`config.mk`:
```
export PLATFORM = sky130hd
export DESIGN_NAME = acq_irq_ctrl
export DESIGN_NICKNAME = d
export VERILOG_FILES = /design/src/rtl/irq_pkg.sv /design/src/rtl/irq_cfg_reg.sv /design/src/rtl/irq_edge_pick.sv /design/src/rtl/irq_latch.sv /design/src/rtl/irq_ovf_flag.sv /design/src/rtl/acq_irq_ctrl.sv
export SDC_FILE = /design/constraint.sdc
export NUM_CORES = 1
export LEC_CHECK = 0
export BUFFER_PORTS_ARGS = -buffer_cell sky130_fd_sc_hd__buf_2
export CORE_MARGIN = 5
export CORE_UTILIZATION = 35
export DETAILED_ROUTE_END_ITERATION = 16
export HOLD_SLACK_MARGIN = 0.1
export PLACE_DENSITY = 0.75
export RECOVER_POWER = 25
export SETUP_SLACK_MARGIN = 0.2
export SYNTH_ARGS = -nofsm -noshare
export SYNTH_HDL_FRONTEND = slang
export SYNTH_SLANG_ARGS = --single-unit
```
`constraint.sdc`:
```
create_clock -name clk -period 1.2 [get_ports clk]
set_input_delay 0.24 -clock clk [delete_from_list [all_inputs] [get_ports clk]]
set_output_delay 0.24 -clock clk [all_outputs]
set_load 0.1 [all_outputs]
```
`src/rtl/irq_pkg.sv`:
```
package irq_pkg;
  localparam int CTRL_W    = 16;
  localparam int EN_BIT    = 15;
  localparam int SEL_LO    = 12;
  localparam int SEL_W     = 3;
  localparam int OVF_BIT   = 10;
  localparam int LSTAT_BIT = 4;

  typedef enum logic [SEL_W-1:0] {
    SRC_NONE  = 3'd0,
    SRC_PACER = 3'd1,
    SRC_EXT   = 3'd2,
    SRC_FNE   = 3'd3,
    SRC_FHF   = 3'd4,
    SRC_EOS   = 3'd5
  } src_e;

  typedef struct packed {
    logic             en;
    logic [SEL_W-1:0] sel;
  } irq_cfg_t;
endpackage

```
`src/rtl/irq_cfg_reg.sv`:
```
module irq_cfg_reg
  import irq_pkg::*;
(
  input  logic             clk,
  input  logic             rst,
  input  logic             we,
  input  logic             en_d,
  input  logic [SEL_W-1:0] sel_d,
  output irq_cfg_t         cfg
);
  always_ff @(posedge clk) begin
    if (rst) begin
      cfg <= '0;
    end else if (we) begin
      cfg.en  <= en_d;
      cfg.sel <= sel_d;
    end
  end

  AST_CFG_HOLD: assert property (@(posedge clk) disable iff (rst)
    !we |=> $stable(cfg));
endmodule

```
`src/rtl/irq_edge_pick.sv`:
```
module irq_edge_pick #(
  parameter int NUM_SRC = 5,
  parameter int SEL_W   = 3
) (
  input  logic               clk,
  input  logic [NUM_SRC-1:0] ev_in,
  input  logic [SEL_W-1:0]   sel,
  output logic               hit
);
  logic [NUM_SRC-1:0] ev_q;
  logic [NUM_SRC-1:0] rise;
  logic [NUM_SRC-1:0] match;

  always_ff @(posedge clk) begin
    ev_q <= ev_in;
  end

  assign rise = ev_in & ~ev_q;

  for (genvar g = 0; g < NUM_SRC; g++) begin : g_src
    assign match[g] = rise[g] & (sel == SEL_W'(g + 1));
  end

  assign hit = |match;

  AST_ONE_MATCH: assert property (@(posedge clk)
    $onehot0(match));
endmodule

```
`src/rtl/irq_latch.sv`:
```
module irq_latch (
  input  logic clk,
  input  logic rst,
  input  logic en,
  input  logic hit,
  input  logic clr,
  output logic lat_q
);
  logic set;
  assign set = en & hit;

  always_ff @(posedge clk) begin
    if (rst)       lat_q <= 1'b0;
    else if (set)  lat_q <= 1'b1;
    else if (clr)  lat_q <= 1'b0;
  end

  AST_SET_TAKES: assert property (@(posedge clk) disable iff (rst)
    set |=> lat_q);
  AST_CLR_TAKES: assert property (@(posedge clk) disable iff (rst)
    (clr && !set) |=> !lat_q);
  AST_SET_BEATS_CLR: assert property (@(posedge clk) disable iff (rst)
    (clr && set) |=> lat_q);
endmodule

```
`src/rtl/irq_ovf_flag.sv`:
```
module irq_ovf_flag (
  input  logic clk,
  input  logic rst,
  input  logic ovf_evt,
  input  logic fifo_rst,
  output logic flag_q
);
  always_ff @(posedge clk) begin
    if (rst || fifo_rst) flag_q <= 1'b0;
    else if (ovf_evt)    flag_q <= 1'b1;
  end

  AST_OVF_STICKY: assert property (@(posedge clk) disable iff (rst)
    (flag_q && !fifo_rst) |=> flag_q);
  AST_OVF_RESET_WINS: assert property (@(posedge clk) disable iff (rst)
    fifo_rst |=> !flag_q);
endmodule

```
`src/rtl/acq_irq_ctrl.sv`:
```
module acq_irq_ctrl
  import irq_pkg::*;
#(
  parameter int NUM_SRC = 5
) (
  input  logic               clk,
  input  logic               rst,
  input  logic               cfg_we,
  input  logic [CTRL_W-1:0]  cfg_wdata,
  input  logic               latch_clr,
  input  logic [NUM_SRC-1:0] ev_in,
  input  logic               fifo_ovf,
  input  logic               fifo_rst,
  output logic               irq,
  output logic [CTRL_W-1:0]  status
);
  irq_cfg_t cfg;
  logic     hit;
  logic     lat_q;
  logic     ovf_q;
  logic     unused_wdata;

  assign unused_wdata = ^{cfg_wdata[SEL_LO-1:0]};

  irq_cfg_reg u_cfg (
    .clk   (clk),
    .rst   (rst),
    .we    (cfg_we),
    .en_d  (cfg_wdata[EN_BIT]),
    .sel_d (cfg_wdata[SEL_LO +: SEL_W]),
    .cfg   (cfg)
  );

  irq_edge_pick #(.NUM_SRC(NUM_SRC), .SEL_W(SEL_W)) u_pick (
    .clk   (clk),
    .ev_in (ev_in),
    .sel   (cfg.sel),
    .hit   (hit)
  );

  irq_latch u_latch (
    .clk   (clk),
    .rst   (rst),
    .en    (cfg.en),
    .hit   (hit),
    .clr   (latch_clr),
    .lat_q (lat_q)
  );

  irq_ovf_flag u_ovf (
    .clk      (clk),
    .rst      (rst),
    .ovf_evt  (fifo_ovf),
    .fifo_rst (fifo_rst),
    .flag_q   (ovf_q)
  );

  assign irq = lat_q & cfg.en;

  always_comb begin
    status            = '0;
    status[EN_BIT]    = cfg.en;
    status[SEL_LO +: SEL_W] = cfg.sel;
    status[OVF_BIT]   = ovf_q;
    status[LSTAT_BIT] = ~lat_q;
  end

  AST_RESET_STATE: assert property (@(posedge clk)
    rst |=> (!irq && status == 16'h0010));
  AST_BAD_SEL_QUIET: assert property (@(posedge clk) disable iff (rst)
    (!lat_q && (cfg.sel == 3'd0 || int'(cfg.sel) > NUM_SRC)) |=> !lat_q);
  AST_DISABLED_QUIET: assert property (@(posedge clk) disable iff (rst)
    (!lat_q && !cfg.en) |=> !lat_q);
  AST_EN_DROP_KEEPS: assert property (@(posedge clk) disable iff (rst)
    (lat_q && !latch_clr) |=> lat_q);
endmodule

```
==> flow_summary.json <==
{
  "cts.clk_slew.worst_paths_ns": 0.07,
  "fin_crit_ns": 1.18,
  "grt_remaining_overflow": 0,
  "synth_seq_area_share": 0.438,
  "synth_area_leader_cell": "dfxtp_1",
  "num_antenna_cells": 0,
  "hold_viol_final": 0,
  "whs_ns": 0.129,
  "multiInputGateArea_um2": 243,
  "row_count": 13,
  "slew_violations": 0,
  "setup_viol": 0,
  "drt_wl_total_um": 1260,
  "start_util": 0.377,
  "drive_gt1_frac": 0.518,
  "clockBufferDepth": 2,
  "gp_congestion": 0.670,
  "dp_hpwl_um": 892,
  "cts_tree": "done",
  "arrival_ns": 0.94,
  "cts.sinks": 11,
  "synth.ff_latch_count": 11,
  "synth_area_leaders": "dfxtp_1 44%, buf_4 18%, mux2i_1 8.0%, nor2_1 4.5%, nand3b_4 4.0%",
  "required_ns": 0.96,
  "leakagePower_nw": 0.427,
  "syn_area_per_cell_um2": 10.1,
  "netlist-cell-type-count": 18,
  "grt_pass1_vias": 468,
  "ant_nets": 0,
  "hold_class": "input pin to flop",
  "numCtsBuffers": 3,
  "synth.cell_area_um2": 503,
  "placed_cells": 83,
  "rsz0062_at_grt": "yes",
  "antenna_found_initial": 0,
  "fin_nets": 111,
  "grt_pass1_wl_um": 2040,
  "clock_skew_ns": 0.00700,
  "max_freq_mhz": 847,
  "cts_root_buf": "clkbuf_4",
  "vias_per_cell": 4.40,
  "irDropWorstVdd_mv": 0.673,
  "final_cells": 98,
  "final_util": 0.657,
  "drv_cap": 0,
  "track_usage": 0.132,
  "critPathMaxFanout": 3,
  "yosysTopAreaCellShare": 0.438,
  "drt_pass1_iterations": 4,
  "drt_iter0_markers": 5,
  "setup_tns_ns": 0,
  "netlist_instances": 50,
  "p_per_area_mw_per_mm2": 1170,
  "crit_path_top_delay_cell": "dfxtp_4",
  "cts_max_level": 1,
  "finalPower_mw": 1.02,
  "outcome": "complete, no violations",
  "insertion_delay_ns": 0.27,
  "path_cells": "and2_4 > buf_12",
  "start_kind": "flop",
  "fin_crit_sh": 0.984,
  "post_drt_wl_per_cell_um": 12.8,
  "num_vias": 431,
  "seq_area_um2": 236,
  "portBuffers": 21,
  "crit_path_end_kind": "output pin",
  "grt_max_degree": 9,
  "die-height_um": 47.9,
  "ys_warn_count": 0,
  "drc": 0,
  "fp.dieArea_mm2": 0.00230,
  "ios": 44,
  "core_mm2": 0.00133,
  "path_class": "flop to output pin",
  "syn2layout_area_growth_pct": 74.1,
  "die_width_um": 47.9,
  "fillers": 107,
  "slowest_delay_ns": 0.35
}
## worst paths after layout
| check | start | depth (start not counted) | slack [ns] | endpoint |
|---|---|---|---|---|
| worst max register to register | u_cfg.cfg[1] | 4 | 0.17 | u_latch.lat_q |
| worst max-delay path | u_cfg.cfg[3] | 2 | 0.02 | irq |
| worst min-delay path | fifo_rst | 2 | 0.13 | u_ovf.flag_q |
| worst min register to register | u_ovf.flag_q | 2 | 0.53 | u_ovf.flag_q |
## registers in the layout, indices dropped and copies added (netlist names)
name           count
u_ovf.flag_q       1
u_pick.ev_q        5
u_cfg.cfg          4
u_latch.lat_q      1
## cell usage in the layout, fill, tap and decap left out
| master | instances |
|---|---|
| conb_1 | 10 |
| nor3b_1 | 1 |
| o21ai_1 | 1 |
| o211ai_2 | 1 |
| a221o_1 | 1 |
| nor3_1 | 1 |
| clkbuf_4 | 3 |
| nand3b_4 | 1 |
| or3_4 | 1 |
| dfxtp_2 | 1 |
| dfxtp_1 | 6 |
| nand2b_1 | 2 |
| and2_4 | 1 |
| clkinvlp_4 | 1 |
| mux2i_1 | 4 |
| buf_12 | 8 |
| inv_1 | 1 |
| buf_2 | 14 |
| clkbuf_1 | 1 |
| nor4bb_2 | 1 |
| nor2_1 | 6 |
| dfxtp_4 | 4 |
| nor4bb_4 | 1 |
| buf_4 | 2 |
| o31a_1 | 1 |
| buf_6 | 4 |
| dlygate4sd3_1 | 5 |
## synth_stat cells
library cell / n
nand2b_1: 2
nor3b_1: 1
nor3_1: 1
inv_1: 2
buf_4: 12
o31a_1: 1
dfxtp_1: 11
o21ai_1: 1
a221o_1: 1
nand3b_4: 1
nor2_1: 6
and2_1: 1
conb_1: 1
or3_2: 1
nor4bb_1: 2
clkbuf_1: 1
mux2i_1: 4
o211ai_2: 1
## cells by family (layout without fill, tap and decap cells)
family / count (synthesis) / after routing / synth area share
other cells: 1 / 10 / 0.00746
simple gates: 15 / 15 / 0.201
mux: 4 / 4 / 0.0796
buf+inv: 15 / 39 / 0.201
compound gates: 4 / 4 / 0.0721
flops: 11 / 11 / 0.438
## area by class of cell
type                       instances  share of cell area
tap                               15              0.0214
inverter                           2              0.0129
sequential                        11               0.270
clock buffer                       4              0.0300
multi-input combinational         33               0.277
timing repair buffer              33               0.389
## where the power goes
group / total [mW] / switching, mW / internal [mW]
Clock: 0.257 / 0.128 / 0.129
Combinational: 0.364 / 0.254 / 0.110
Sequential: 0.400 / 0.0189 / 0.381
## routing by layer
layer,vias up,GRT usage,wire length [µm]
met2,20,0.227,668
met3,3,0.0489,128
met1,198,0.134,434
met4,0,0.0806,26
li1,210,-,-
met5,-,0,0
## worst max-delay path, delay by kind of cell (launching register included)
kind,cells,cell delay [ns]
DFF,1,0.35
buffers and inverters,1,0.16
and+or+nand+nor,1,0.16
## what timing repair did
| action | in CTS | in global routing |
|---|---|---|
| setup endpoints to repair | 8 | 8 |
| hold buffers | 5 | 0 |
| gates resized for setup | 9 | 5 |
| buffers inserted | 6 | 0 |
| pin swaps | 5 | 2 |
| endpoints found under the hold margin | 5 | 0 |
## stage by stage
stage | instance area [µm²] | setup WS, ns
after floorplan | 551 | -0.151
after global placement | 693 | 0.184
after detailed placement | 693 | 0.167
after CTS | 848 | 0.0126
after global routing | 876 | -0.00843
final | 876 | 0.0192
Note: power is estimated with default switching activity, not from simulation.
